**src/rtl/pciwin_pkg.sv**
```systemverilog
package pciwin_pkg;

  typedef enum logic [1:0] {
    SPC_NONE = 2'd0,
    SPC_IO   = 2'd1,
    SPC_MEM  = 2'd2,
    SPC_REGS = 2'd3
  } spc_e;

  localparam int FLD_BASE = 0;
  localparam int FLD_SIZE = 1;
  localparam int FLD_RLO  = 2;
  localparam int FLD_RHI  = 3;

endpackage

```
**src/rtl/pciwin_regs.sv**
```systemverilog
module pciwin_regs
  import pciwin_pkg::*;
#(
  parameter int BUSES    = 2,
  parameter int WPB      = 5,
  parameter int PAGE_W   = 20,
  parameter int SIZE_W   = 16,
  parameter int PG_SH    = 16,
  parameter int XA_W     = 64,
  parameter int EN_W     = 21,
  parameter int WIN_BIT0 = 9,
  parameter int REG_BIT  = 20,
  parameter int RA_W     = 6,
  parameter int DW       = 32,
  parameter logic [PAGE_W-1:0] REG_BASE_RST = '0
) (
  input  logic                               clk,
  input  logic                               rst_n,
  input  logic                               we,
  input  logic [RA_W-1:0]                    waddr,
  input  logic [DW-1:0]                      wdata,
  input  logic [RA_W-1:0]                    raddr,
  output logic [DW-1:0]                      rdata,
  output logic [BUSES*WPB-1:0][PAGE_W-1:0]   win_base,
  output logic [BUSES*WPB-1:0][SIZE_W-1:0]   win_size,
  output logic [BUSES*WPB-1:0][XA_W-1:0]     win_remap,
  output logic [BUSES*WPB-1:0]               win_on,
  output logic [PAGE_W-1:0]                  reg_base,
  output logic                               reg_on
);

  localparam int NWIN       = BUSES * WPB;
  localparam int ADDR_IBASE = 4 * NWIN;
  localparam int ADDR_EN    = 4 * NWIN + 1;
  localparam int ADDR_CFG   = 4 * NWIN + 2;
  localparam int LO_W       = 32 - PG_SH;
  localparam int HI_W       = XA_W - 32;

  logic [NWIN-1:0][PAGE_W-1:0] base_q, base_d;
  logic [NWIN-1:0][SIZE_W-1:0] size_q, size_d;
  logic [NWIN-1:0][LO_W-1:0]   rlo_q,  rlo_d;
  logic [NWIN-1:0][HI_W-1:0]   rhi_q,  rhi_d;
  logic [PAGE_W-1:0]           ibase_q, ibase_d;
  logic [EN_W-1:0]             en_q,   en_d;
  logic                        lock_q, lock_d;

  // next-state: decode the word address into one field update
  always_comb begin
    base_d  = base_q;
    size_d  = size_q;
    rlo_d   = rlo_q;
    rhi_d   = rhi_q;
    ibase_d = ibase_q;
    en_d    = en_q;
    lock_d  = lock_q;
    for (int w = 0; w < NWIN; w++) begin
      if (waddr == RA_W'(4*w + FLD_BASE)) begin
        base_d[w] = wdata[PAGE_W-1:0];
        if (!lock_q) rlo_d[w] = wdata[LO_W-1:0];
      end
      if (waddr == RA_W'(4*w + FLD_SIZE)) size_d[w] = wdata[SIZE_W-1:0];
      if (waddr == RA_W'(4*w + FLD_RLO))  rlo_d[w]  = wdata[LO_W-1:0];
      // I/O slots carry no upper remap bits
      if (waddr == RA_W'(4*w + FLD_RHI) && (w % WPB) != 0)
        rhi_d[w] = wdata[HI_W-1:0];
    end
    if (waddr == RA_W'(ADDR_IBASE)) ibase_d = wdata[PAGE_W-1:0];
    if (waddr == RA_W'(ADDR_EN))    en_d    = wdata[EN_W-1:0];
    if (waddr == RA_W'(ADDR_CFG))   lock_d  = wdata[0];
  end

  always_ff @(posedge clk or negedge rst_n) begin
    if (!rst_n) begin
      base_q  <= '0;
      size_q  <= '0;
      rlo_q   <= '0;
      rhi_q   <= '0;
      ibase_q <= REG_BASE_RST;
      en_q    <= '1;
      lock_q  <= 1'b0;
    end else if (we) begin
      base_q  <= base_d;
      size_q  <= size_d;
      rlo_q   <= rlo_d;
      rhi_q   <= rhi_d;
      ibase_q <= ibase_d;
      en_q    <= en_d;
      lock_q  <= lock_d;
    end
  end

  always_comb begin
    rdata = '0;
    for (int w = 0; w < NWIN; w++) begin
      if (raddr == RA_W'(4*w + FLD_BASE)) rdata = DW'(base_q[w]);
      if (raddr == RA_W'(4*w + FLD_SIZE)) rdata = DW'(size_q[w]);
      if (raddr == RA_W'(4*w + FLD_RLO))  rdata = DW'(rlo_q[w]);
      if (raddr == RA_W'(4*w + FLD_RHI))  rdata = DW'(rhi_q[w]);
    end
    if (raddr == RA_W'(ADDR_IBASE)) rdata = DW'(ibase_q);
    if (raddr == RA_W'(ADDR_EN))    rdata = DW'(en_q);
    if (raddr == RA_W'(ADDR_CFG))   rdata = DW'(lock_q);
  end

  for (genvar w = 0; w < NWIN; w++) begin : g_out
    assign win_base[w]  = base_q[w];
    assign win_size[w]  = size_q[w];
    assign win_remap[w] = {rhi_q[w], rlo_q[w], {PG_SH{1'b0}}};
    assign win_on[w]    = ~en_q[WIN_BIT0 + w];
  end

  assign reg_base = ibase_q;
  assign reg_on   = ~en_q[REG_BIT];

endmodule

```
**src/rtl/pciwin_match.sv**
```systemverilog
module pciwin_match #(
  parameter int NWIN   = 10,
  parameter int PAGE_W = 20,
  parameter int SIZE_W = 16
) (
  input  logic [PAGE_W-1:0]            cpu_page,
  input  logic [NWIN-1:0][PAGE_W-1:0]  win_base,
  input  logic [NWIN-1:0][SIZE_W-1:0]  win_size,
  input  logic [NWIN-1:0]              win_on,
  output logic [NWIN-1:0]              win_hit,
  output logic [NWIN-1:0][PAGE_W-1:0]  win_off
);

  // compare in 64 KB pages: page - base must not wrap and must be <= size
  for (genvar w = 0; w < NWIN; w++) begin : g_cmp
    logic [PAGE_W-1:0] diff;
    assign diff       = cpu_page - win_base[w];
    assign win_off[w] = diff;
    assign win_hit[w] = win_on[w] && (cpu_page >= win_base[w]) &&
                        (diff <= {{(PAGE_W-SIZE_W){1'b0}}, win_size[w]});
  end

endmodule

```
**src/rtl/pciwin_select.sv**
```systemverilog
module pciwin_select
  import pciwin_pkg::*;
#(
  parameter int NWIN     = 10,
  parameter int WPB      = 5,
  parameter int PAGE_W   = 20,
  parameter int PG_SH    = 16,
  parameter int XA_W     = 64,
  parameter int WIN_BIT0 = 9,
  parameter int REG_BIT  = 20,
  parameter int WIN_W    = 5,
  parameter int BUS_W    = 1
) (
  input  logic [NWIN-1:0]              win_hit,
  input  logic [NWIN-1:0][PAGE_W-1:0]  win_off,
  input  logic [NWIN-1:0][XA_W-1:0]    win_remap,
  input  logic                         reg_hit,
  input  logic [PG_SH-1:0]             cpu_low,
  output logic                         sel_hit,
  output logic [WIN_W-1:0]             sel_win,
  output spc_e                         sel_space,
  output logic [BUS_W-1:0]             sel_bus,
  output logic [XA_W-1:0]              sel_addr
);

  localparam int PK_W = (NWIN > 1) ? $clog2(NWIN) : 1;

  logic             found;
  logic [PK_W-1:0]  pick;
  logic             pick_io;
  logic [BUS_W-1:0] pick_bus;

  always_comb begin
    found    = 1'b0;
    pick     = '0;
    pick_io  = 1'b0;
    pick_bus = '0;
    for (int w = 0; w < NWIN; w++) begin
      if (win_hit[w] && !found) begin
        found    = 1'b1;
        pick     = PK_W'(w);
        pick_io  = (w % WPB) == 0;
        pick_bus = BUS_W'(w / WPB);
      end
    end
  end

  always_comb begin
    sel_hit   = 1'b0;
    sel_win   = '0;
    sel_space = SPC_NONE;
    sel_bus   = '0;
    sel_addr  = '0;
    if (found) begin
      sel_hit   = 1'b1;
      sel_win   = WIN_W'(WIN_BIT0) + WIN_W'(pick);
      sel_space = pick_io ? SPC_IO : SPC_MEM;
      sel_bus   = pick_bus;
      sel_addr  = win_remap[pick] + XA_W'({win_off[pick], cpu_low});
    end else if (reg_hit) begin
      sel_hit   = 1'b1;
      sel_win   = WIN_W'(REG_BIT);
      sel_space = SPC_REGS;
      sel_addr  = XA_W'(cpu_low);
    end
  end

endmodule

```
**src/rtl/pciwin_decoder.sv**
```systemverilog
module pciwin_decoder
  import pciwin_pkg::*;
#(
  parameter int BUSES    = 2,
  parameter int WPB      = 5,
  parameter int CPU_AW   = 36,
  parameter int PAGE_W   = 20,
  parameter int SIZE_W   = 16,
  parameter int XA_W     = 64,
  parameter int EN_W     = 21,
  parameter int WIN_BIT0 = 9,
  parameter int REG_BIT  = 20,
  parameter int RA_W     = 6,
  parameter int DW       = 32,
  parameter int WIN_W    = 5,
  parameter int BUS_W    = 1,
  parameter logic [PAGE_W-1:0] REG_BASE_RST = 20'h0F000
) (
  input  logic              clk,
  input  logic              rst_n,
  input  logic              cfg_we,
  input  logic [RA_W-1:0]   cfg_addr,
  input  logic [DW-1:0]     cfg_wdata,
  input  logic [RA_W-1:0]   cfg_raddr,
  output logic [DW-1:0]     cfg_rdata,
  input  logic [CPU_AW-1:0] cpu_addr,
  output logic              xl_hit,
  output logic [WIN_W-1:0]  xl_win,
  output logic [1:0]        xl_space,
  output logic [BUS_W-1:0]  xl_bus,
  output logic [XA_W-1:0]   xl_addr
);

  localparam int NWIN  = BUSES * WPB;
  localparam int PG_SH = CPU_AW - PAGE_W;

  // reset: asserted asynchronously, released on the clock
  logic [1:0] rst_sync_q;
  logic       rst_int_n;

  always_ff @(posedge clk or negedge rst_n) begin
    if (!rst_n) rst_sync_q <= 2'b00;
    else        rst_sync_q <= {rst_sync_q[0], 1'b1};
  end
  assign rst_int_n = rst_sync_q[1];

  logic [NWIN-1:0][PAGE_W-1:0] win_base;
  logic [NWIN-1:0][SIZE_W-1:0] win_size;
  logic [NWIN-1:0][XA_W-1:0]   win_remap;
  logic [NWIN-1:0]             win_on;
  logic [PAGE_W-1:0]           reg_base;
  logic                        reg_on;

  pciwin_regs #(
    .BUSES(BUSES), .WPB(WPB), .PAGE_W(PAGE_W), .SIZE_W(SIZE_W),
    .PG_SH(PG_SH), .XA_W(XA_W), .EN_W(EN_W), .WIN_BIT0(WIN_BIT0),
    .REG_BIT(REG_BIT), .RA_W(RA_W), .DW(DW), .REG_BASE_RST(REG_BASE_RST)
  ) u_regs (
    .clk       (clk),
    .rst_n     (rst_int_n),
    .we        (cfg_we),
    .waddr     (cfg_addr),
    .wdata     (cfg_wdata),
    .raddr     (cfg_raddr),
    .rdata     (cfg_rdata),
    .win_base  (win_base),
    .win_size  (win_size),
    .win_remap (win_remap),
    .win_on    (win_on),
    .reg_base  (reg_base),
    .reg_on    (reg_on)
  );

  logic [PAGE_W-1:0]           cpu_page;
  logic [NWIN-1:0]             win_hit;
  logic [NWIN-1:0][PAGE_W-1:0] win_off;
  logic                        reg_hit;

  assign cpu_page = cpu_addr[CPU_AW-1:PG_SH];
  assign reg_hit  = reg_on && (cpu_page == reg_base);

  pciwin_match #(
    .NWIN(NWIN), .PAGE_W(PAGE_W), .SIZE_W(SIZE_W)
  ) u_match (
    .cpu_page (cpu_page),
    .win_base (win_base),
    .win_size (win_size),
    .win_on   (win_on),
    .win_hit  (win_hit),
    .win_off  (win_off)
  );

  logic             sel_hit;
  logic [WIN_W-1:0] sel_win;
  spc_e             sel_space;
  logic [BUS_W-1:0] sel_bus;
  logic [XA_W-1:0]  sel_addr;

  pciwin_select #(
    .NWIN(NWIN), .WPB(WPB), .PAGE_W(PAGE_W), .PG_SH(PG_SH), .XA_W(XA_W),
    .WIN_BIT0(WIN_BIT0), .REG_BIT(REG_BIT), .WIN_W(WIN_W), .BUS_W(BUS_W)
  ) u_sel (
    .win_hit   (win_hit),
    .win_off   (win_off),
    .win_remap (win_remap),
    .reg_hit   (reg_hit),
    .cpu_low   (cpu_addr[PG_SH-1:0]),
    .sel_hit   (sel_hit),
    .sel_win   (sel_win),
    .sel_space (sel_space),
    .sel_bus   (sel_bus),
    .sel_addr  (sel_addr)
  );

  always_ff @(posedge clk or negedge rst_int_n) begin
    if (!rst_int_n) begin
      xl_hit   <= 1'b0;
      xl_win   <= '0;
      xl_space <= 2'd0;
      xl_bus   <= '0;
      xl_addr  <= '0;
    end else begin
      xl_hit   <= sel_hit;
      xl_win   <= sel_win;
      xl_space <= sel_space;
      xl_bus   <= sel_bus;
      xl_addr  <= sel_addr;
    end
  end

endmodule

```
**config.mk**
```make
export PLATFORM = sky130hd
export DESIGN_NAME = pciwin_decoder
export DESIGN_NICKNAME = d
export VERILOG_FILES = /design/src/rtl/pciwin_pkg.sv /design/src/rtl/pciwin_regs.sv /design/src/rtl/pciwin_match.sv /design/src/rtl/pciwin_select.sv /design/src/rtl/pciwin_decoder.sv
export SDC_FILE = /design/constraint.sdc
export NUM_CORES = 2
export LEC_CHECK = 0
export BUFFER_PORTS_ARGS = -buffer_cell sky130_fd_sc_hd__buf_2
export CELL_PAD_IN_SITES_DETAIL_PLACEMENT = 1
export CELL_PAD_IN_SITES_GLOBAL_PLACEMENT = 2
export CORE_UTILIZATION = 45
export DETAILED_ROUTE_END_ITERATION = 8
export GPL_ROUTABILITY_DRIVEN = 0
export HOLD_SLACK_MARGIN = 0.06
export MAX_ROUTING_LAYER = met4
export PLACE_DENSITY_LB_ADDON = 0.25
export SYNTH_ARGS = -nofsm -noshare
export SYNTH_HDL_FRONTEND = slang
export SYNTH_HIERARCHICAL = 1
export SYNTH_SLANG_ARGS = --single-unit
```
**constraint.sdc**
```tcl
create_clock -name clk -period 73.4 [get_ports clk]
set_input_delay 11.01 -clock clk [delete_from_list [all_inputs] [get_ports clk]]
set_output_delay 11.01 -clock clk [all_outputs]
set_load 0.01 [all_outputs]
```
# [Word-level counts from Yosys, hierarchy flattened]
# Index checks and enable logic that the tools add are counted.
[totals] register_bits=893 wordCells=387 output_inout_bits=105 inputBits=83
[op_classes] reduce_logical=92 bitwise_logic=11 n_eq_ne=93 order_cmp=21 add_sub_neg=12 muxes=111
[op_table] cell="$mux W32" n=36
[op_table] cell="$mux W16" n=22
[op_table] cell="$bmux W64 S4" n=1
[op_table] cell="$ge A20 B20 Y1" n=10
[op_table] cell="$le A20 B16 Y1" n=10
[op_table] cell="$sub A20 B20 Y20" n=10
[op_table] cell="$eq A6 B5 Y1 const B" n=31
[op_table] cell="$mux W20" n=8
[op_table] cell="$eq A6 B6 Y1 const B" n=22
[op_table] cell="$mux W64" n=2
[op_table] cell="$eq A6 B4 Y1 const B" n=16
[op_table] cell="$bmux W20 S4" n=1
[op_table] cell="$add A64 B36 Y64" n=1
[op_table] cell="$reduce_and A2 Y1" n=31
[op_table] cell="$eq A6 B3 Y1 const B" n=8
[op_table] cell="$mux W4" n=8
[op_table] cell="$logic_and A1 B1 Y1" n=30
[op_table] cell="$reduce_and A3 Y1" n=10
[op_table] cell="$mux W1" n=28
[op_table] cell="$eq A20 B20 Y1" n=1
[op_table] cell="$ne A2 B2 Y1 const B" n=10
[op_table] cell="$reduce_bool A2 Y1" n=10
[op_table] cell="$eq A6 B2 Y1 const B" n=3
[op_table] cell="$eq A6 B1 Y1 const B" n=2
[op_table] cell="other kinds (7)" n=29

# [Logic depth before layout (Yosys ltp)]
[logic_depth] ltp_word=44 ltp_mapped=50 mapped_depth_nobuf=41

# [Hierarchy]
# The synthesis kept the hierarchy.
[by_module_without_submodules] module="pciwin_regs" cells_per_inst=3424 seq_area_each_um2=20500.9 instances=1 area_each_um2=40435.0
[by_module_without_submodules] module="pciwin_match" cells_per_inst=1999 seq_area_each_um2=0.0 instances=1 area_each_um2=13932.1
[by_module_without_submodules] module="pciwin_select" cells_per_inst=1224 seq_area_each_um2=0.0 instances=1 area_each_um2=9386.5
[by_module_without_submodules] module="pciwin_decoder" cells_per_inst=103 seq_area_each_um2=1876.8 instances=1 area_each_um2=2104.5

# [Worst setup path before layout]
# OpenSTA, ideal clock, no wires.
[synth_timing] kind="in2out" startpoint="input cfg_raddr[3]" endpoint="output cfg_rdata[16]" cell_stages=9 setup_slack_ns=49.350 path_buffers=2 arrival_ns=13.040 required_time_ns=62.390 path_cell_list="buf_6 or4b_1 buf_2 nor2_4 a221oi_1 a311o_1 a2111oi_0 a2111oi_0 a211oi_1"
[synth_between] elab_chain_cells=44 elab_cells_between_ends=86 cone_classes="eq/ne (42); mux (43); reduce/logical (1)"
[synth_lines] item="start, declared" line="pciwin_decoder.sv:24" rtl="input logic [RA_W-1:0] cfg_raddr,"
[synth_lines] item="$logic_not A6 Y1" line="pciwin_regs.sv:95" rtl="if (raddr == RA_W'(4*w + FLD_BASE)) rdata = DW'(base_q[w]);"
[synth_lines] item="$mux W20" line="pciwin_regs.sv:95"
[synth_lines] item="$mux W20" line="pciwin_regs.sv:96" rtl="if (raddr == RA_W'(4*w + FLD_SIZE)) rdata = DW'(size_q[w]);"
[synth_lines] item="$mux W20" line="pciwin_regs.sv:97" rtl="if (raddr == RA_W'(4*w + FLD_RLO)) rdata = DW'(rlo_q[w]);"
[synth_lines] item="$mux W20" line="pciwin_regs.sv:98" rtl="if (raddr == RA_W'(4*w + FLD_RHI)) rdata = DW'(rhi_q[w]);"
[synth_lines] item="$mux W20" line="pciwin_regs.sv:95"
[synth_lines] item="$mux W20" line="pciwin_regs.sv:96"
[synth_lines] item="$mux W20" line="pciwin_regs.sv:97"
[synth_lines] item="[... 28 more ...]"
[synth_lines] item="$mux W32" line="pciwin_regs.sv:98"
[synth_lines] item="$mux W32" line="pciwin_regs.sv:95"
[synth_lines] item="$mux W32" line="pciwin_regs.sv:96"
[synth_lines] item="$mux W32" line="pciwin_regs.sv:97"
[synth_lines] item="$mux W32" line="pciwin_regs.sv:98"
[synth_lines] item="$mux W32" line="pciwin_regs.sv:100" rtl="if (raddr == RA_W'(ADDR_IBASE)) rdata = DW'(ibase_q);"
[synth_lines] item="$mux W32" line="pciwin_regs.sv:101" rtl="if (raddr == RA_W'(ADDR_EN)) rdata = DW'(en_q);"
[synth_lines] item="$mux W32 *" line="pciwin_regs.sv:102" rtl="if (raddr == RA_W'(ADDR_CFG)) rdata = DW'(lock_q);"
[synth_lines] item="end, declared" line="pciwin_decoder.sv:25" rtl="output logic [DW-1:0] cfg_rdata,"
# Every way passes the cells marked *; elsewhere a longest branch is shown, timed or not.

# [Worst setup path after layout]
[layout_timing] startpoint="input cfg_raddr[0]" endpoint="output cfg_rdata[15]"
# Same word-level chain as after synthesis.

==> metrics.cfg <==
[worst_setup_path]
required_ns=62.39
crit_path_start_kind=primary input
reg2regPathDepth=37
crit_type=in -> out
r2r-end=xl_addr[55]
path_max_fanout=72
cp.arrival_ns=15.58
crit_path_end_kind=output port
r2r_slack_ns=59.93
r2r_start=u_regs/win_base[41]
crit_path_top_delay_cell=a221oi_1
path_cells=buf_8, buf_4, nand2b_1, buf_4, o22ai_1, o22ai_1, o311ai_0, a221oi_1, o21ai_0, a31oi_1, buf_2
cp_slowest_stage_delay_ns=1.09

[power_and_ir_drop]
p_switching_w=0.000988
leakagePower_nw=31.9
p_sw_share_pct=44.2
power_frac_seq_pct=31.0
max-vdd-ir-drop_mv=0.0195
power.density_nw_per_um2=31.3
intPower_w=0.00125
clockPowerShare_pct=24.6
comb_power_share_pct=44.4

[drt]
first_iter_violations=7988
ant_nets=0
drt_wl_total_mm=325
avgRoutedWirePerCell_um=36.9
firstDrtPassIters=9
avgViaCountPerCell=6.81
num_vias=59900
drc=5

[sta]
rsz0062_at_grt=no
finalCritPeriodShare_pct=36.2
maxSlewViolCount=0
hold_ws_ns=0.349
tightest_slew_ns=1.45
worst_slack_ns=46.81
max_slew_margin_pct=2.29
tns_ns=0
hold_viol_final=0
finalSetupViolCount=0
skew_ns=0.0443
period_needed_ns=26.59
fmax_mhz=37.6

[status]
outcome=finished, violations left
violations=DRC

[yosys]
ys_seq_area_share_pct=34.0
synth_top_area_share_pct=33.0
syn_avg_cell_area_um2=9.76
synth_area_um2=65900
ys_top_cells_by_area=dfrtp_1 (33%), mux2_2 (14%), ha_1 (7.5%), mux4_2 (4.3%), a21oi_1 (3.3%)
yosys_warnings=6
ys.flop_type=dfrtp_1
synth_cell_types=112
yosysTopAreaCell=dfrtp_1
synth_seq_cells=893
synth-edff-count=0
synthArstFlopShare_pct=100
syn_inst=6750

[clock_network]
clock_sinks=893
cts_tree=built
cts_setup_buffers=0
postCtsResizedCells=0
htreeDepth=3
clk_latency_ns=0.78
clkTransAtPathRegs_ns=0.06
cts_inserted_buffers=104
cts_buffer_depth=3
cts_hold_buf=0
cts_root_buffer=clkbuf_16

[place]
post-dp-hpwl_mm=242
io_buffer_count=187
placed_cells=8581
pre_cts_ws_ns=47.33

[finish]
layout-drive-gt1-share_pct=23.1
area_delta_synth_final_pct=8.66
postLayoutCoreUtil_pct=49.2
final_common_cell=dfrtp_1
nets=7261
instances_no_fill=8793
layout_common_cells=dfrtp_1 (867), mux2_2 (836), nand2_1 (471)

[floorplan]
pin_count=188
core_um2=145000
fp.dieH_um=385
rows=140
die_x_um=385
initial_utilization_pct=45.3
dieArea_um2=148000

[job]
drv_cap=0

[global_routing]
grt-busiest-layer=met2
met3_usage_pct=16.5
met1_usage_pct=56.8
antenna_found_initial=20
grt-ovfl-total=0
grtUsageMet2_pct=59.6
grt_pass1_wl_mm=452
grt_max_degree=180
track_usage_pct=44.5
grt_pass1_vias=58900

[min_path]
hold_path_class=reg -> reg
min_from=rst_sync_q[0]
whs_endpoint=rst_sync_q[1]
worstHoldPathCells=0

## per-layer routing
layer | vias up | routed length (um)
li1 | 24400 | -
met1 | 30700 | 128000
met2 | 3882 | 130000
met3 | 863 | 44400
met4 | 0 | 22800
met5 | - | 0
## flip-flops by register name, summed over array words and instances (netlist names)
name and flops:
u_regs/win_remap 416, xl_space 2, xl_addr 64, u_regs/win_base 200, xl_bus 1, xl_hit 1
rst_sync_q 2, u_regs/lock_q 1, u_regs/reg_base 20, u_regs/win_size 160, u_regs/en_q 21, xl_win 5
## logic make-up (layout without fill, tap and decap cells)
family,Yosys count,in the layout,share of synthesized area [%]
compound gates,1704,1704,17.0
simple gates,1366,1366,10.1
buf+inv,1078,965,7.75
mux,1077,1077,20.4
flops,893,893,34.0
fa+ha+maj,408,408,7.88
xor+xnor,222,222,2.95
other cells,2,241,0.0114
## cell type report
cell class,count,area (um2)
tap,1917,2400
inverter,449,1700
fill,16300,73800
clock inverter,51,603
multi-input combinational,5002,39500
sequential,893,22400
timing repair buffer,320,2000
antenna,16,40.0
clock buffer,145,2960
## cell usage after synthesis, drive strengths merged, types with 18 or more instances
| cell type | instances |
|---|---|
| a211o | 19 |
| a211oi | 53 |
| a21o | 129 |
| a21oi | 439 |
| a221o | 55 |
| a221oi | 63 |
| a22o | 26 |
| a22oi | 71 |
| a31oi | 66 |
| and3 | 37 |
| buf | 365 |
| clkbuf | 264 |
| dfrtp | 868 |
| dfstp | 25 |
| ha | 397 |
| inv | 448 |
| mux2 | 837 |
| mux2i | 113 |
| mux4 | 127 |
| nand2 | 472 |
| nand2b | 50 |
| nand3 | 111 |
| nand4 | 79 |
| nor2 | 318 |
| nor2b | 57 |
| nor3 | 87 |
| nor4 | 37 |
| o211ai | 30 |
| o21a | 58 |
| o21ai | 369 |
| o21bai | 33 |
| o221ai | 20 |
| o22ai | 93 |
| o31ai | 18 |
| or4 | 18 |
| xnor2 | 155 |
| xor2 | 67 |
## worst max-delay path, delay by kind of cell
kind | cells | cell delay, ns
AOI/OAI and AO/OA | 6 | 2.35
and+or+nand+nor | 1 | 0.44
buffers and inverters | 4 | 1.63
## stage by stage
| step | total power (W) | instance area (um2) |
|---|---|---|
| floorplan | 0.00125 | 66700 |
| global placement | 0.00161 | 68000 |
| detailed placement | 0.00163 | 68000 |
| CTS | 0.00219 | 71500 |
| global route | 0.00230 | 71500 |
| finish | 0.00224 | 71600 |
## worst max path at each step
stage | endpoint | cells past startpoint | startpoint | slack (ns)
after floorplan | u_regs/lock_q | 0 | rst_sync_q[1] | 46.71
after global placement | cfg_rdata[15] | 11 | cfg_raddr[0] | 47.39
after CTS | cfg_rdata[15] | 11 | cfg_raddr[0] | 47.31
after global routing | cfg_rdata[14] | 13 | cfg_raddr[1] | 47.02
final | cfg_rdata[15] | 11 | cfg_raddr[0] | 46.81
after detailed placement | cfg_rdata[15] | 11 | cfg_raddr[0] | 47.33
## power by group through the flow
stage          Clock [W]  Combinational (W)  Sequential [W]
2_1_floorplan          0           0.000622        0.000632
3_3_place_gp           0           0.000925        0.000681
3_5_place_dp           0           0.000948        0.000685
4_1_cts         0.000554           0.000955        0.000677
5_1_grt         0.000571            0.00104        0.000689
6_report        0.000551           0.000993        0.000693
No activity file was read; power rests on OpenSTA's default activity.
